--- config.mk ---
export PLATFORM = sky130hd
export DESIGN_NAME = fifo_rdy_thresh
export DESIGN_NICKNAME = d
export VERILOG_FILES = /design/src/rtl/fifo_rdy_thresh_pkg.sv /design/src/rtl/frt_rst_sync.sv /design/src/rtl/frt_thr_reg.sv /design/src/rtl/frt_level_cmp.sv /design/src/rtl/fifo_rdy_thresh.sv
export SDC_FILE = /design/constraint.sdc
export NUM_CORES = 1
export LEC_CHECK = 0
export BUFFER_PORTS_ARGS = -buffer_cell sky130_fd_sc_hd__buf_2
export CAP_MARGIN = 15
export CORE_AREA = 2 2 39 41
export DETAILED_ROUTE_END_ITERATION = 10
export DIE_AREA = 0 0 41 43
export GPL_TIMING_DRIVEN = 0
export MAX_ROUTING_LAYER = met4
export PLACE_DENSITY = 0.78
export SLEW_MARGIN = 20
export SYNTH_ARGS = -nofsm -noshare
export SYNTH_HDL_FRONTEND = slang
export SYNTH_SLANG_ARGS = --single-unit
--- constraint.sdc ---
create_clock -name clk -period 0.8 [get_ports clk]
set_input_delay 0.04 -clock clk [delete_from_list [all_inputs] [get_ports clk]]
set_output_delay 0.04 -clock clk [all_outputs]
set_load 0.005 [all_outputs]
--- src/rtl/fifo_rdy_thresh_pkg.sv ---
package fifo_rdy_thresh_pkg;
  localparam int THR_W = 4;
  localparam int REG_W = 2 * THR_W;
  localparam logic [REG_W-1:0] THR_RESET = 8'h11;

  typedef struct packed {
    logic [THR_W-1:0] rx_min;
    logic [THR_W-1:0] tx_min;
  } thr_reg_t;
endpackage

--- src/rtl/frt_rst_sync.sv ---
module frt_rst_sync #(
  parameter int STAGES = 2
) (
  input  logic clk,
  input  logic rst_n,
  output logic rst_sync_n
);
  logic [STAGES-1:0] sync_q;

  always_ff @(posedge clk or negedge rst_n) begin
    if (!rst_n) sync_q <= '0;
    else        sync_q <= {sync_q[STAGES-2:0], 1'b1};
  end

  assign rst_sync_n = sync_q[STAGES-1];
endmodule

--- src/rtl/frt_thr_reg.sv ---
module frt_thr_reg
  import fifo_rdy_thresh_pkg::*;
(
  input  logic             clk,
  input  logic             rst_n,
  input  logic             wr_en,
  input  logic [REG_W-1:0] wr_data,
  output thr_reg_t         thr
);
  thr_reg_t thr_q, thr_d;

  always_comb begin
    thr_d = thr_q;
    if (wr_en) thr_d = thr_reg_t'(wr_data);
  end

  always_ff @(posedge clk or negedge rst_n) begin
    if (!rst_n) thr_q <= thr_reg_t'(THR_RESET);
    else        thr_q <= thr_d;
  end

  assign thr = thr_q;


  thr_load_chk: assert property (@(posedge clk) disable iff (!rst_n)
    wr_en |=> (thr_q == $past(wr_data)));


  thr_hold_chk: assert property (@(posedge clk) disable iff (!rst_n)
    !wr_en |=> $stable(thr_q));
endmodule

--- src/rtl/frt_level_cmp.sv ---
module frt_level_cmp #(
  parameter int CNT_W = 5,
  parameter int THR_W = 4
) (
  input  logic             clk,
  input  logic             rst_n,
  input  logic [CNT_W-1:0] level,
  input  logic [THR_W-1:0] min_level,
  output logic             rdy
);
  logic [CNT_W-1:0] eff_min;
  logic             rdy_d, rdy_q;

  always_comb begin
    eff_min = CNT_W'(min_level);
    if (min_level == '0) eff_min = CNT_W'(1);
    rdy_d = (level >= eff_min);
  end

  always_ff @(posedge clk or negedge rst_n) begin
    if (!rst_n) rdy_q <= 1'b0;
    else        rdy_q <= rdy_d;
  end

  assign rdy = rdy_q;


  empty_never_rdy_chk: assert property (@(posedge clk) disable iff (!rst_n)
    (level == '0) |=> !rdy_q);


  fall_next_edge_chk: assert property (@(posedge clk) disable iff (!rst_n)
    (level < CNT_W'(min_level)) |=> !rdy_q);


  rise_next_edge_chk: assert property (@(posedge clk) disable iff (!rst_n)
    ((level >= CNT_W'(min_level)) && (level != '0)) |=> rdy_q);
endmodule

--- src/rtl/fifo_rdy_thresh.sv ---
module fifo_rdy_thresh
  import fifo_rdy_thresh_pkg::*;
#(
  parameter int FIFO_DW_DEPTH = 16,
  localparam int CNT_W = $clog2(FIFO_DW_DEPTH + 1)
) (
  input  logic             clk,
  input  logic             rst_n,
  input  logic             thr_wr_en,
  input  logic [REG_W-1:0] thr_wr_data,
  input  logic [CNT_W-1:0] rx_fill_dw,
  input  logic [CNT_W-1:0] tx_free_dw,
  output logic             rx_rdy,
  output logic             tx_rdy
);
  localparam int NCH = 2;

  logic     rst_sync_n;
  thr_reg_t thr;
  logic [NCH-1:0][CNT_W-1:0] lvl;
  logic [NCH-1:0][THR_W-1:0] mins;
  logic [NCH-1:0]            rdys;

  frt_rst_sync #(.STAGES(2)) u_rst_sync (
    .clk(clk), .rst_n(rst_n), .rst_sync_n(rst_sync_n)
  );

  frt_thr_reg u_thr (
    .clk(clk), .rst_n(rst_sync_n), .wr_en(thr_wr_en),
    .wr_data(thr_wr_data), .thr(thr)
  );

  assign lvl[0]  = rx_fill_dw;
  assign mins[0] = thr.rx_min;
  assign lvl[1]  = tx_free_dw;
  assign mins[1] = thr.tx_min;

  for (genvar g = 0; g < NCH; g++) begin : g_cmp
    frt_level_cmp #(.CNT_W(CNT_W), .THR_W(THR_W)) u_cmp (
      .clk(clk), .rst_n(rst_sync_n), .level(lvl[g]),
      .min_level(mins[g]), .rdy(rdys[g])
    );
  end

  assign rx_rdy = rdys[0];
  assign tx_rdy = rdys[1];


  always @(posedge clk) begin
    if (!rst_sync_n) begin
      reset_flags_low_chk: assert (!rx_rdy && !tx_rdy);
    end
  end


  rx_meets_min_chk: assert property (@(posedge clk) disable iff (!rst_sync_n)
    rx_rdy |-> ($past(rx_fill_dw) >= CNT_W'($past(thr.rx_min))));


  tx_meets_min_chk: assert property (@(posedge clk) disable iff (!rst_sync_n)
    tx_rdy |-> ($past(tx_free_dw) >= CNT_W'($past(thr.tx_min))));
endmodule

==> run metrics, run 1 <==
All-Layer GR Usage=17.5%; root buf cell=clkbuf_4; Synth Area in XOR/XNOR=0%; Synth Area in Adders=16.1%; met2 Resource Use GR=28.7%; Setup-failing EPs final=3; TritonCTS clock tree=built; simple-gate portion of the synthesized area=13.3%; TNS Setup=-1.29 ns; Max Clk Rate=692 MHz; Antenna diodes=0; pre-CTS WS=-0.651 ns; post-synthesis cell type count=16; fin. max-slew vios=0; placer congestion estimate=between 0.6 and 0.7; worst-path maximum fanout=3; Pint=0.00108 W; R2R Setup Slk=-0.64 ns; first-pass GRT wire length=1.92 mm; reg2reg path depth=6; combinational cell fraction of total power=about a quarter; critical path class=flip-flop to flip-flop; M3 GR Usage=6.28%; clock insertion delay at the later pin of the skew report=roughly 0.27 ns; I/O Pins=23; Fin Hold WS=-0.00159 ns; Worst EP arrival=1.59 ns; Nets=121; r2r endpoint=g_cmp[0].u_cmp.rdy$_DFF_PN0_; H-tree depth=1; worst-path cell chain=inv_2 > a31o_4 > ha_4 > nand2b_4 > a2111oi_4 > nor3_1; layout cells sized above 1=45.1%; post-route worst setup slack=-0.644 ns; Worst path max stage delay=0.34 ns; Hold Crit Depth=3; GRT overflow=0; Clock Skew=0.00151 ns; fin crit share=181%; Pleak=roughly 0.44 nW; type of the most critical hold path=primary input to flip-flop; Die Span Y=43 um; Via Count=~520; clock buffer depth=2; TritonCTS Buffers=3; met1 global-route usage=17.5%; Util after Layout=between 60% and 70%; synthesized area=~620 um2; cells after synthesis=58; Seq cells post-synth=12; CP required=0.95 ns; final wirelength=1.17 mm; Final ANT Viol Nets=0; VDD IR-drop max=roughly 1.0 mV; CP Launch Type=flip-flop; Reg power frac=47.8%; Row Count=14; wire per inst=10.9 um; worst r2r src=u_thr.thr[5]$_DFFE_PN0P_; antenna violations before repair=0; critical path's slowest cell=dfrtp_1; outcome=complete, but fails checks; post-synthesis sequential area ratio=48.6%; hpwl dp=927 um; PD cells=1590 nW/um2; vias in the first global route=502; CP endpoint kind=flip-flop; total die area=1760 um2; main combinational cell family by area after synthesis=adder cells; starting density of the core=about 45%; Floorplan Core Area=1380 um2; Clk pwr share=26.0%; CTS sink count=12; unrepaired setup endpoints after global routing=yes; vias per cell=around 4.9; Iter 0 DRT Violations=3; port buffer count=22; Hold Crit Endpoint=u_thr.thr[6]$_DFFE_PN0P_; Worst-path clk slew=~0.070 ns; Max Cap Viol=0; largest net degree at the start of global routing=11; Synth Net Count=87; Die X-Extent=around 40 um; failing checks=negative hold slack, negative setup slack; Syn-to-layout area delta=49.2%; Synth Warn #=0; mean area per synthesized cell=10.7 um2; complex-gate fraction of the synthesized area=12.4%; Switching Share=between 20% and 30%; # DRC=0; post-synthesis mux area share=3.61%; P_sw=0.000392 W; HP Start=thr_wr_data[6]; GRT busiest layer=met2; fin crit period=1.44 ns; final hold viol count=1; 1st-pass router iterations=2
## sequential cells by signal, summed over array words and instances, names as in the netlist
name	flops
u_thr.thr	8
g_cmp.u_cmp.rdy	2
u_rst_sync.sync_q	2
## power groups by stage
stage	registers, W	logic [W]	clock network, W
final	0.000705	0.000385	0.000384
after global routing	0.000713	0.000434	0.000434
after CTS	0.000705	0.000391	0.000394
after detailed placement	0.000716	0.000364	0
after global placement	0.000713	0.000346	0
after floorplan	0.000712	0.000248	0
## metrics by stage
step	cells	total power (W)	area, um2
after floorplan	58	0.000960	703
after global placement	96	0.00106	833
after detailed placement	96	0.00108	833
after CTS	107	0.00149	930
after global routing	107	0.00158	930
final	107	0.00147	930
## synth_stat cells
master	instances	area share, %
ha_1	8	16
clkbuf_1	1	0.60
a31o_2	2	2.8
or2_1	2	2.0
a2111oi_2	2	4.8
nand2b_1	1	1.0
mux2_2	2	3.6
dfrtp_1	10	40
dfstp_2	2	8.4
o21ai_0	6	4.8
nand2_1	6	3.6
conb_1	1	0.60
nor4_1	2	2.0
inv_1	8	4.8
nor3_1	4	3.2
nand2b_2	1	1.4
## layout make-up
type,instances,area (um2)
fill,108,454
multi-input combinational,37,367
sequential,12,303
timing repair buffer,29,180
inverter,8,30.0
clock buffer,4,26.3
tap,16,20.0
buffer,1,3.75
## how the worst max path moves through the flow
stage / start / end / cells past startpoint
2_1_floorplan: u_thr.thr[5]$_DFFE_PN0P_ / g_cmp[0].u_cmp.rdy$_DFF_PN0_ / 6
3_3_place_gp: u_thr.thr[5]$_DFFE_PN0P_ / g_cmp[0].u_cmp.rdy$_DFF_PN0_ / 6
3_5_place_dp: u_thr.thr[6]$_DFFE_PN0P_ / g_cmp[0].u_cmp.rdy$_DFF_PN0_ / 6
4_1_cts: u_thr.thr[6]$_DFFE_PN0P_ / g_cmp[0].u_cmp.rdy$_DFF_PN0_ / 6
5_1_grt: u_thr.thr[3]$_DFFE_PN0P_ / g_cmp[1].u_cmp.rdy$_DFF_PN0_ / 6
6_report: u_thr.thr[5]$_DFFE_PN0P_ / g_cmp[0].u_cmp.rdy$_DFF_PN0_ / 6
## worst max-delay path: cells and delay by family, from the launching register on
| kind | cells | cell delay [ns] |
|---|---|---|
| adders and majority gates | 1 | 0.20 |
| DFF | 1 | 0.34 |
| AOI/OAI and AO/OA | 2 | 0.51 |
| and+or+nand+nor | 2 | 0.22 |
| buffers and inverters | 1 | 0.05 |
## cell usage in the layout (no fill, tap or decap)
cell	count
dfrtp_1	10
or2_1	2
ha_1	6
nand2_1	6
nor4_1	2
inv_1	4
conb_1	1
ha_4	2
inv_2	4
o21ai_0	6
clkbuf_1	2
buf_2	22
clkbuf_4	3
dlygate4sd3_1	7
mux2_2	2
nor3_1	4
a31o_4	2
a2111oi_4	2
nand2b_4	2
dfstp_2	2
## per-layer routing
layer | wire length (um) | up-vias
met4 | 28 | 0
met3 | 52 | 5
met2 | 630 | 14
met5 | 0 | -
met1 | 457 | 235
li1 | - | 265
## cell families after synthesis
logic type | Yosys count
compound gates | 10
fa+ha+maj | 8
buf+inv | 9
flops | 12
mux | 2
other cells | 1
simple gates | 16
## timing repair
action,CTS,global route
endpoints found under the setup margin,4,4
pin swaps,0,0
hold buffers,7,0
buffers inserted,0,0
resized for setup,0,2
endpoints found under the hold margin,8,0
Note: power is estimated with default switching activity, not from simulation.
==> run 2: changes to the inputs <==
--- a/config.mk
+++ b/config.mk
@@ -13,6 +13,7 @@
 export GPL_TIMING_DRIVEN = 0
 export MAX_ROUTING_LAYER = met4
 export PLACE_DENSITY = 0.78
+export RECOVER_POWER = 100
 export SLEW_MARGIN = 20
 export SYNTH_ARGS = -nofsm -noshare
 export SYNTH_HDL_FRONTEND = slang
==> run metrics, run 2 (synthesized netlist as in run 1, its figures left out) <==
root buf cell=clkbuf_4; HP Start=thr_wr_data[6]; CP required=0.95 ns; Iter 0 DRT Violations=4; placer congestion estimate=0.615; max reg flops=8; Antenna diodes=0; placed cell count=96; GRT overflow=0; CTS sink count=12; Crit. Startpoint=u_thr.thr[6]$_DFFE_PN0P_; Max Clk Rate=691 MHz; placed cell areas=833 um2; PD cells=between 1500 and 2000 nW/um2; port buffer count=22; total die area=around 1800 um2; failing checks=negative hold slack, negative setup slack; fin crit share=181%; Final ANT Viol Nets=0; Worst EP arrival=1.60 ns; worst-path maximum fanout=3; most common cell after layout, fill and taps aside=buf_2; clock insertion delay at the later pin of the skew report=0.27 ns; final hold viol count=1; clock buffer depth=2; type of the most critical hold path=primary input to flip-flop; TritonCTS Buffers=3; final wirelength=about 1.2 mm; H-tree depth=1; TritonCTS clock tree=built; CP endpoint kind=flip-flop; layout cells sized above 1=41.8%; Util after Layout=67.1%; Setup-failing EPs final=3; CP Launch Type=flip-flop; Max Cap Viol=0; post-route worst setup slack=-0.648 ns; Design Power=0.00147 W; I/O Pins=23; Pleak=0.438 nW; antenna violations before repair=0; critical path class=flip-flop to flip-flop; VDD IR-drop max=0.994 mV; first-pass GRT wire length=1.92 mm; unrepaired setup endpoints after global routing=yes; fin. max-slew vios=0; Floorplan Core Area=1380 um2; Die X-Extent=41 um; Row Count=14; vias in the first global route=502; Fin Hold WS=-0.00159 ns; Nets=121; largest net degree at the start of global routing=11; Worst-path clk slew=approximately 0.07 ns; vias per cell=4.85; worst r2r src=u_thr.thr[6]$_DFFE_PN0P_; Syn-to-layout area delta=49.0%; Final Instance Area=928 um2; most frequent cells in the layout=buf_2, dfrtp_1, dlygate4sd3_1; pre-CTS WS=-0.651 ns; # DRC=0; Via Count=519; starting density of the core=45.0%; Clock Skew=0.00151 ns; hpwl dp=around 930 um; All-Layer GR Usage=17.5%; wire per inst=10.9 um; Die Span Y=43 um; post-CTS setup buffer count=0; final non-filler cell total=107; outcome=complete, but fails checks; # fillers=108; 1st-pass router iterations=2; fin crit period=1.45 ns
-- run 2: metrics by stage --
stage / hold slack [ns] / TNS, ns
after CTS: 0.00809 / -1.33
after global placement: -0.174 / -1.22
final: -0.00159 / -1.29
after detailed placement: -0.172 / -1.29
after floorplan: -0.256 / -1.15
after global routing: 0.0151 / -1.53
-- run 2: layer usage --
metal  GRT usage, %  routed length, um  vias up  share of wire, %
met4           8.00                 28        0               2.4
met3           6.28                 52        5               4.4
met5              -                  0        -                 0
li1               -                  -      265                 -
met1           17.5                457      235                39
met2           28.7                630       14                54
-- run 2: timing repair --
| action | 4_1_cts | 5_1_grt |
|---|---|---|
| setup endpoints to repair | 4 | 4 |
| hold buffers | 7 | 0 |
| endpoints found under the hold margin | 8 | 0 |
| resized for setup | 0 | 2 |
-- run 2: cell type report --
type	instances	area, um2	area share, %
multi-input combinational	37	367	39.5
timing repair buffer	29	179	19.3
tap	16	20.0	2.16
sequential	12	303	32.6
inverter	8	30.0	3.23
clock buffer	4	26.3	2.83
buffer	1	3.75	0.404
-- run 2: report_power, final --
group	internal (W)	switching [W]
sequential	0.000674	0.0000301
combinational	0.000215	0.000169
clock	0.000193	0.000190
-- run 2: worst paths after layout --
path	slack, ns	cells after the start	endpoint
min reg2reg	0.15	0	g_cmp[1].u_cmp.rdy$_DFF_PN0_
max reg2reg	-0.65	6	g_cmp[0].u_cmp.rdy$_DFF_PN0_
max	-0.65	6	g_cmp[0].u_cmp.rdy$_DFF_PN0_
min in group asynchronous	0.08	2	u_rst_sync.sync_q[0]$_DFF_PN0_
min	-0.002	3	u_thr.thr[6]$_DFFE_PN0P_
max in group asynchronous	0.34	0	u_thr.thr[0]$_DFFE_PN1P_
-- run 2: worst max-delay path, stage by stage (launching register included) --
cell and delay, ns:
dfrtp_1 0.32, inv_1 0.08, a31o_4 0.24, ha_4 0.20
nand2b_4 0.14, a2111oi_4 0.27, nor3_1 0.08
